### config.mk
export PLATFORM = sky130hd
export DESIGN_NAME = hdx_latecol_ctrl
export DESIGN_NICKNAME = d
export VERILOG_FILES = /design/src/rtl/hdx_pkg.sv /design/src/rtl/hdx_byte_ctr.sv /design/src/rtl/hdx_col_judge.sv /design/src/rtl/hdx_latecol_ctrl.sv
export SDC_FILE = /design/constraint.sdc
export NUM_CORES = 1
export LEC_CHECK = 0
export BUFFER_PORTS_ARGS = -buffer_cell sky130_fd_sc_hd__buf_2
export CORE_UTILIZATION = 50
export CTS_BUF_LIST = sky130_fd_sc_hd__clkbuf_4
export DETAILED_ROUTE_END_ITERATION = 7
export GPL_TIMING_DRIVEN = 0
export PLACE_DENSITY = 0.71
export SKIP_LAST_GASP = 1
export SLEW_MARGIN = 30
export SYNTH_ARGS = -nofsm -noshare
export SYNTH_HDL_FRONTEND = slang
export SYNTH_HIERARCHICAL = 1
export SYNTH_SLANG_ARGS = --single-unit
### constraint.sdc
create_clock -name clk -period 1 [get_ports clk]
set_input_delay 0 -clock clk [delete_from_list [all_inputs] [get_ports clk]]
set_output_delay 0 -clock clk [all_outputs]
set_load 0.01 [all_outputs]
### src/rtl/hdx_pkg.sv
package hdx_pkg;
  typedef enum logic {ST_DATA = 1'b0, ST_EXT = 1'b1} hdx_st_e;
endpackage

### src/rtl/hdx_byte_ctr.sv
module hdx_byte_ctr #(
  parameter int CNT_W = 11
) (
  input  logic             clk,
  input  logic             rst_n,
  input  logic             clr,
  input  logic             inc,
  output logic [CNT_W-1:0] cnt
);
  logic [CNT_W-1:0] cnt_d;
  logic             cnt_en;

  always_comb begin
    cnt_en = clr | inc;
    cnt_d  = cnt;
    if (clr)                      cnt_d = '0;
    else if (inc && (cnt != '1))  cnt_d = cnt + 1'b1;
  end

  always_ff @(posedge clk or negedge rst_n) begin
    if (!rst_n)      cnt <= '0;
    else if (cnt_en) cnt <= cnt_d;
  end
endmodule

### src/rtl/hdx_col_judge.sv
module hdx_col_judge #(
  parameter int CNT_W    = 11,
  parameter int WIN_SLOW = 64,
  parameter int WIN_GIG  = 512
) (
  input  logic [CNT_W-1:0] sent,
  input  logic             gig,
  input  logic             full_dup,
  input  logic             late_en,
  input  logic             col,
  input  logic             in_frame,
  input  logic             already,
  output logic             late,
  output logic             retry_now
);
  localparam logic [CNT_W-1:0] LIM_SLOW = CNT_W'(WIN_SLOW);
  localparam logic [CNT_W-1:0] LIM_GIG  = CNT_W'(WIN_GIG);

  always_comb begin
    late      = sent >= (gig ? LIM_GIG : LIM_SLOW);
    retry_now = col && in_frame && !full_dup && !already && (!late || late_en);
  end
endmodule

### src/rtl/hdx_latecol_ctrl.sv
module hdx_latecol_ctrl
  import hdx_pkg::*;
#(
  parameter int MIN_W    = 10,
  parameter int WIN_SLOW = 64,
  parameter int WIN_GIG  = 512
) (
  input  logic             clk,
  input  logic             rst_n,
  input  logic             cfg_gig,
  input  logic             cfg_full_dup,
  input  logic             cfg_late_retry,
  input  logic [MIN_W-1:0] cfg_min_bytes,
  input  logic             tx_byte_vld,
  input  logic             tx_eof,
  input  logic             col_in,
  output logic             retry_req,
  output logic             done_ok,
  output logic             done_abort,
  output logic             ext_active
);
  localparam int CNT_W = MIN_W + 1;

  logic [1:0]       rst_sync;
  logic             rst_q;
  hdx_st_e          st_q, st_d;
  logic [CNT_W-1:0] cnt_q, len_now, min_ext;
  logic             flag_q, flag_d;
  logic             frame_end, need_ext, ext_last, finish;
  logic             in_frame, cnt_inc, late, retry_now, abort_eff;

  // asynchronous assert, synchronous release
  always_ff @(posedge clk or negedge rst_n) begin
    if (!rst_n) rst_sync <= 2'b00;
    else        rst_sync <= {rst_sync[0], 1'b1};
  end
  assign rst_q = rst_sync[1];

  hdx_byte_ctr #(.CNT_W(CNT_W)) i_ctr (
    .clk(clk), .rst_n(rst_q), .clr(finish), .inc(cnt_inc), .cnt(cnt_q)
  );

  hdx_col_judge #(.CNT_W(CNT_W), .WIN_SLOW(WIN_SLOW), .WIN_GIG(WIN_GIG)) i_judge (
    .sent(cnt_q), .gig(cfg_gig), .full_dup(cfg_full_dup), .late_en(cfg_late_retry),
    .col(col_in), .in_frame(in_frame), .already(flag_q),
    .late(late), .retry_now(retry_now)
  );

  always_comb begin
    len_now   = cnt_q + 1'b1;
    min_ext   = {1'b0, cfg_min_bytes};
    in_frame  = (st_q == ST_EXT) || (cnt_q != '0) || tx_byte_vld;
    frame_end = (st_q == ST_DATA) && tx_byte_vld && tx_eof;
    need_ext  = cfg_gig && (len_now < min_ext);
    ext_last  = (st_q == ST_EXT) && (len_now >= min_ext);
    finish    = (frame_end && !need_ext) || ext_last;
    cnt_inc   = ((st_q == ST_DATA) && tx_byte_vld) || (st_q == ST_EXT);
    abort_eff = flag_q || retry_now;
    flag_d    = finish ? 1'b0 : abort_eff;
    st_d      = st_q;
    if (frame_end && need_ext) st_d = ST_EXT;
    else if (ext_last)         st_d = ST_DATA;
  end

  always_ff @(posedge clk or negedge rst_q) begin
    if (!rst_q) begin
      st_q       <= ST_DATA;
      flag_q     <= 1'b0;
      retry_req  <= 1'b0;
      done_ok    <= 1'b0;
      done_abort <= 1'b0;
    end else begin
      st_q       <= st_d;
      flag_q     <= flag_d;
      retry_req  <= retry_now;
      done_ok    <= finish && !abort_eff;
      done_abort <= finish && abort_eff;
    end
  end

  assign ext_active = (st_q == ST_EXT);

  AST_DONE_EXCL: assert property (@(posedge clk) disable iff (!rst_q)
    !(done_ok && done_abort));
  AST_FD_NO_RETRY: assert property (@(posedge clk) disable iff (!rst_q)
    (col_in && cfg_full_dup) |=> !retry_req);
  AST_EXT_GIG_ONLY: assert property (@(posedge clk) disable iff (!rst_q)
    ext_active |-> cfg_gig);
  AST_EXT_BOUND: assert property (@(posedge clk) disable iff (!rst_q)
    ext_active |-> (cnt_q < min_ext));
  AST_EXT_ENDS_DONE: assert property (@(posedge clk) disable iff (!rst_q)
    $fell(ext_active) |-> (done_ok || done_abort));
endmodule

# --- Word-level counts from Yosys, hierarchy flattened ---
# Index checks and enable logic that the tools add are counted.
totals:
  ff_bits: 18
  inputBits: 18
  out_inout_bits: 4
  wordCells: 48
op_classes:
  addsub: 1
  order_cmp: 3
  eq_ne: 1
  mux: 6
  n_bitwise: 2
  reduce_logical: 28
ops:
  columns: ["op", "n"]
  rows:
  - ["2-to-1 mux 11 bit", 2]
  - ["logical AND 1 bit", 13]
  - ["adder 11 x 1 -> 11 bit (second input constant)", 1]
  - [">= comparator 11 x 10 -> 1 bit", 1]
  - [">= comparator 11 bit", 1]
  - ["< comparator 11 x 10 -> 1 bit", 1]
  - ["!= test 11 bit (second input constant)", 1]
  - ["nonzero test 11 bit", 1]
  - ["2-to-1 mux 10 bit", 1]
  - ["logical OR 1 bit", 6]
  - ["zero test 1 bit", 5]
  - ["nonzero test 2 bit", 2]
  - ["2-to-1 mux 1 bit", 3]
  - ["AND reduction 2 bit", 1]
  - ["inverter 1 bit", 1]
  - ["OR 1 bit", 1]

# --- Depth between registers and ports, before layout ---
depth:
  ltp_word: 10
  depth_mapped: 12
  depth_no_buf: 12

# --- Cells and area by module ---
# The synthesis kept the hierarchy.
modules_own_cells:
  columns: ["module", "instances", "cells_each", "area_each_um2", "seq_area_each_um2"]
  rows:
  - ["hdx_latecol_ctrl", 1, 87, 763.2, 175.2]
  - ["hdx_byte_ctr", 1, 72, 711.9, 275.3]
  - ["hdx_col_judge", 1, 15, 112.6, 0.0]

# --- Least setup slack after synthesis ---
# Ideal clock, no wire load.
synth_timing:
  path_type: "reg-to-reg"
  from: "reg i_ctr.cnt[2]"
  to: "reg i_ctr.cnt[1]"
  setup_time_ns: 0.079
  t_arrival_ns: 2.706
  t_required_ns: 0.921
  slack_ns: -1.785
  stages_incl_launch_ff: 13
  n_path_buf: 1
  synth_period_minus_slack_ns: 2.785
  cell_sequence: "dfrtp_1 > and3_2 > nand3_1 > nor2_1 > xor2_1 > ha_1 > a211oi_1 > o211ai_1 > o211ai_1 > nand3_1 > buf_4 > nand2b_1 > mux2i_1"
synth_between:
  elab_chain_len: 8
  elab_cells_between_ends: 14
  cone_classes: "add/sub (1); order compare (2); eq/ne (1); mux (1); bitwise (1); reduce/logical (8)"
synth_lines:
  columns: ["item", "line", "text"]
  rows:
  - ["start: declaration", "hdx_byte_ctr.sv:8", "output logic [CNT_W-1:0] cnt"]
  - ["start signal: assignment", "hdx_byte_ctr.sv:22", "else if (cnt_en) cnt <= cnt_d;"]
  - ["adder 11 x 1 -> 11 bit *", "hdx_latecol_ctrl.sv:50", "len_now = cnt_q + 1'b1;"]
  - ["< comparator 11 x 10 -> 1 bit", "hdx_latecol_ctrl.sv:54", "need_ext = cfg_gig && (len_now < min_ext);"]
  - ["logical AND 1 bit", "hdx_latecol_ctrl.sv:54", null]
  - ["zero test 1 bit", "hdx_latecol_ctrl.sv:56", "finish = (frame_end && !need_ext) || ext_last;"]
  - ["logical AND 1 bit", "hdx_latecol_ctrl.sv:56", null]
  - ["logical OR 1 bit *", "hdx_latecol_ctrl.sv:56", null]
  - ["named net finish", "hdx_latecol_ctrl.sv:29", "logic frame_end, need_ext, ext_last, finish;"]
  - ["nonzero test 2 bit (no line) or OR 1 bit (tied branches)", null, null]
  - ["AND reduction 2 bit (no line)", null, null]
# The timed path passes the listed nets; every way through them passes the cells marked *.
# A chain may end at the register's enable or synchronous reset.

# --- Final worst setup path ---
layout_timing:
  from: "reg i_ctr.cnt[4]"
  to: "reg i_ctr.cnt[0]"
# Same word-level chain as after synthesis.

==> results.txt <==
number of antenna violations at the first check in global routing - 0
area fraction in compound gates after synthesis - 17.1%
total die area - 3400 sq um
maximum vdd drop - 1410 uV
HPWL after DPL - 2.69 mm
via count - 1667
slack of the worst reg-to-reg path - -1820 ps
number of library cell types mapped by synthesis - 53
Post-synth EDFFs - 0
layout-stage area growth over the synthesis result - 45.3%
I/O pin count - 22
Max-cap violations - 0
hold violation total from the final report - 1
Max clock buf depth - 2
sequential group share of total power - 24.2%
overall fraction of global-route tracks in use - 27.3%
final wirelength - 4.70 mm
crit path capture type - flip-flop
final core utilization - 76.2%
number of buffers added by the clock tree synthesis step - 3
clock tree from TritonCTS - done
critical path startpoint category - flip-flop
root buffer selected by CTS - sky130_fd_sc_hd__clkbuf_4
worst hold path class - in2reg
mux share of post-synthesis cell area - 4.33%
synthesized-area fraction occupied by and/or/nand/nor cells - 27.6%
die outline width - 58.4 um
share of the clock period used by the worst path after layout - 282%
share of the yosys chip area belonging to registers - 28.4%
Net Switching - 2.35 mW
Final Max Slew Viols - 0
pin count of the biggest net entering global routing - 17
Clock Skew - 7.72 ps
Sw Ratio - 46.2%
syn nets - 207
Overflow after GRT - 0
crit path max fanout - 4
Max-slew headroom - 47.3%
WHS Path Cells - 2
share of the synthesized area in the top cell type - 28.4%
cell row count - 20
most area-hungry cell type in the Yosys netlist - sky130_fd_sc_hd__dfrtp_1
antenna cells - 0
endpoint with the worst hold slack - retry_req
synthesized instance count - 174
wire length of the first global-routing pass - 7.00 mm
# port buffers - 21
top post-synthesis cells by count - sky130_fd_sc_hd__dfrtp_1, sky130_fd_sc_hd__inv_1, sky130_fd_sc_hd__ha_1
fraction of layout instances using a drive strength above 1 - 47.8%
hold-fix buffer count after cts - 2
clock share of power - 8.1%
classification of the worst setup path - reg2reg
final cell area excluding filler cells - 2310 sq um
setup slack after layout - -1820 ps
effective utilization at floorplan - 52.4%
gp weighted congestion - 0.841
number of search-and-repair iterations in the first detailed-routing pass - 4
fillcell total - 215
worst reg2reg endpoint - i_ctr/cnt[0]
source-to-sink clock delay at the later pin of the worst-skew pair - 310 ps
leakage power figure - 1.05 nW
post-synthesis share of cell area spent on full adders, half adders and majority gates - 11.8%
total number of yosys warnings - 6
post-route DRC violation count - 0
dpl cell area - 1850 sq um
average vias per placed instance - 6.08
RSZ-0062 raised after global routing - true
Hold Startpoint - cfg_full_dup
post-route ant nets - 0
cell types with the largest area share after synthesis - sky130_fd_sc_hd__dfrtp_1, sky130_fd_sc_hd__ha_1, sky130_fd_sc_hd__nand3_1, sky130_fd_sc_hd__inv_1, sky130_fd_sc_hd__xnor2_1
Placeable Area - 3030 sq um
Setup-failing EPs final - 16
clock transition time at the flip-flop clock pins of the worst setup and hold paths - 120 ps
peak clock frequency supported by timing - 355 MHz
largest family of logic cells by synthesized area - simple AND/OR/NAND/NOR gates
summed instance area of the synthesized netlist - 1590 sq um
per-instance average area after synthesis - 9.13 sq um
Total Nets Final - 264
Pint - 2.73 mW
number of clock sinks - 18
Worst Tran Pin Value - 771 ps
leading register cell type out of synthesis - sky130_fd_sc_hd__dfrtp_1
status - finished, violations left
hold_ws - -129 ps
Arr. time, crit path - 3060 ps
count of routing violations after the opening detailed-route iteration - 109
Gate power share - 67.7%
proportion of register bits with asynchronous set or reset after synthesis - 100%
H-tree depth reported by CTS - 1
wire length per cell - 17.2 um
post-synthesis xor/xnor area fraction - 4.41%
floorplan die height - 58.4 um
via count of the first global-routing pass - 1515
flip-flop and latch count after synthesis - 18
length in cells of the worst reg-to-reg path - 15
total power per unit cell area - 2200 nW/um^2
shortest clock period the worst path allows after layout - 2820 ps
required time of the worst setup path - 1240 ps
FF-to-FF Start - i_ctr/cnt[4]
violated checks - hold timing, setup timing
final cells by class:
| type | instances | area (sq um) | area share (%) |
|---|---|---|---|
| Multi-Input combinational cell | 136 | 1300 | 56.3 |
| Sequential cell | 18 | 463 | 20.1 |
| Timing Repair Buffer | 51 | 362 | 15.7 |
| Inverter | 18 | 67.6 | 2.93 |
| Tap cell | 44 | 55.1 | 2.39 |
| Buffer | 3 | 33.8 | 1.46 |
| Clock buffer | 3 | 22.5 | 0.976 |
| Clock inverter | 1 | 3.75 | 0.163 |
layer usage:
| layer | wire, um | up-vias | global-route usage [%] | share of wire, % |
|---|---|---|---|---|
| met5 | 0 | - | 0 | 0 |
| met4 | 102 | 0 | 7.82 | 2.2 |
| met3 | 260 | 13 | 3.08 | 5.5 |
| met2 | 2410 | 77 | 46.5 | 51 |
| met1 | 1930 | 809 | 36.6 | 41 |
| li1 | - | 768 | - | - |
placed cells by master (no fill, tap or decap), types with 4 or more instances in the layout:
| cell | netlist | routed |
|---|---|---|
| sky130_fd_sc_hd__buf_4 | 1 | 21 |
| sky130_fd_sc_hd__buf_2 | 0 | 21 |
| sky130_fd_sc_hd__inv_1 | 18 | 17 |
| sky130_fd_sc_hd__ha_1 | 15 | 12 |
| sky130_fd_sc_hd__nand3_1 | 14 | 10 |
| sky130_fd_sc_hd__buf_6 | 2 | 10 |
| sky130_fd_sc_hd__dfrtp_2 | 0 | 10 |
| sky130_fd_sc_hd__nand2_1 | 9 | 9 |
| sky130_fd_sc_hd__dfrtp_1 | 18 | 8 |
| sky130_fd_sc_hd__nor2_1 | 9 | 7 |
| sky130_fd_sc_hd__nand3_4 | 0 | 5 |
| sky130_fd_sc_hd__and3_1 | 5 | 4 |
| sky130_fd_sc_hd__nand4_1 | 4 | 4 |
| sky130_fd_sc_hd__a21oi_1 | 5 | 4 |
how the worst max path moves through the flow:
stage	start	end	cells past startpoint
after floorplan	i_ctr/cnt[2]	i_ctr/cnt[1]	12
after CTS	i_ctr/cnt[4]	i_ctr/cnt[0]	13
final	i_ctr/cnt[4]	i_ctr/cnt[0]	15
after global routing	i_ctr/cnt[4]	i_ctr/cnt[0]	14
after detailed placement	i_ctr/cnt[2]	i_ctr/cnt[1]	12
after global placement	i_ctr/cnt[2]	i_ctr/cnt[1]	12
power by group through the flow:
stage | Clock [mW] | Combinational [mW] | Sequential [mW]
3_3_place_gp | 0 | 1.92 | 1.57
3_5_place_dp | 0 | 1.99 | 1.58
2_1_floorplan | 0 | 1.60 | 1.44
4_1_cts | 0.402 | 2.92 | 1.22
6_report | 0.411 | 3.44 | 1.23
5_1_grt | 0.433 | 3.73 | 1.26
metrics by stage:
step                power, mW  hold slack, ps  cells  setup TNS [ps]  setup WS, ps
floorplan                3.04            -296    174          -22010         -1590
global placement         3.48            -216    239          -27140         -1980
detailed placement       3.57            -215    239          -28090         -2040
CTS                      4.54            -116    265          -23410         -1650
global route             5.42            -120    274          -26860         -1940
finish                   5.08            -129    274          -25020         -1820
registers in the layout, summed over array words and instances (netlist names):
name        flops
i_ctr/cnt      11
rst_sync        2
done_abort      1
done_ok         1
ext_active      1
flag_q          1
retry_req       1
worst max-delay path: stages (launching register included):
cell	delay, ps
sky130_fd_sc_hd__dfrtp_2	400
sky130_fd_sc_hd__and3_4	200
sky130_fd_sc_hd__nand3_4	90
sky130_fd_sc_hd__nor2_4	100
sky130_fd_sc_hd__xor2_1	260
sky130_fd_sc_hd__ha_1	320
sky130_fd_sc_hd__buf_4	160
sky130_fd_sc_hd__o21a_1	100
sky130_fd_sc_hd__o21a_1	210
sky130_fd_sc_hd__o211ai_1	90
sky130_fd_sc_hd__buf_4	160
sky130_fd_sc_hd__nand3_4	100
sky130_fd_sc_hd__buf_6	170
sky130_fd_sc_hd__nor3b_4	200
sky130_fd_sc_hd__o21ai_1	100
sky130_fd_sc_hd__nand3_1	90
cell families after synthesis:
logic type	Yosys count
and+or+nand+nor	73
AOI/OAI and AO/OA	32
buffers and inverters	21
DFF	18
adders and majority gates	15
xor gates and xnor gates	8
muxes	6
other	1
what timing repair did:
| item | 4_1_cts | 5_1_grt |
|---|---|---|
| endpoints found under the hold margin | 3 | 1 |
| setup buffers | 18 | 11 |
| pin swaps | 15 | 11 |
| setup endpoints to repair | 16 | 16 |
| gates cloned | 2 | 0 |
| resized for setup | 16 | 22 |
Note: power is estimated with default switching activity, not from simulation.
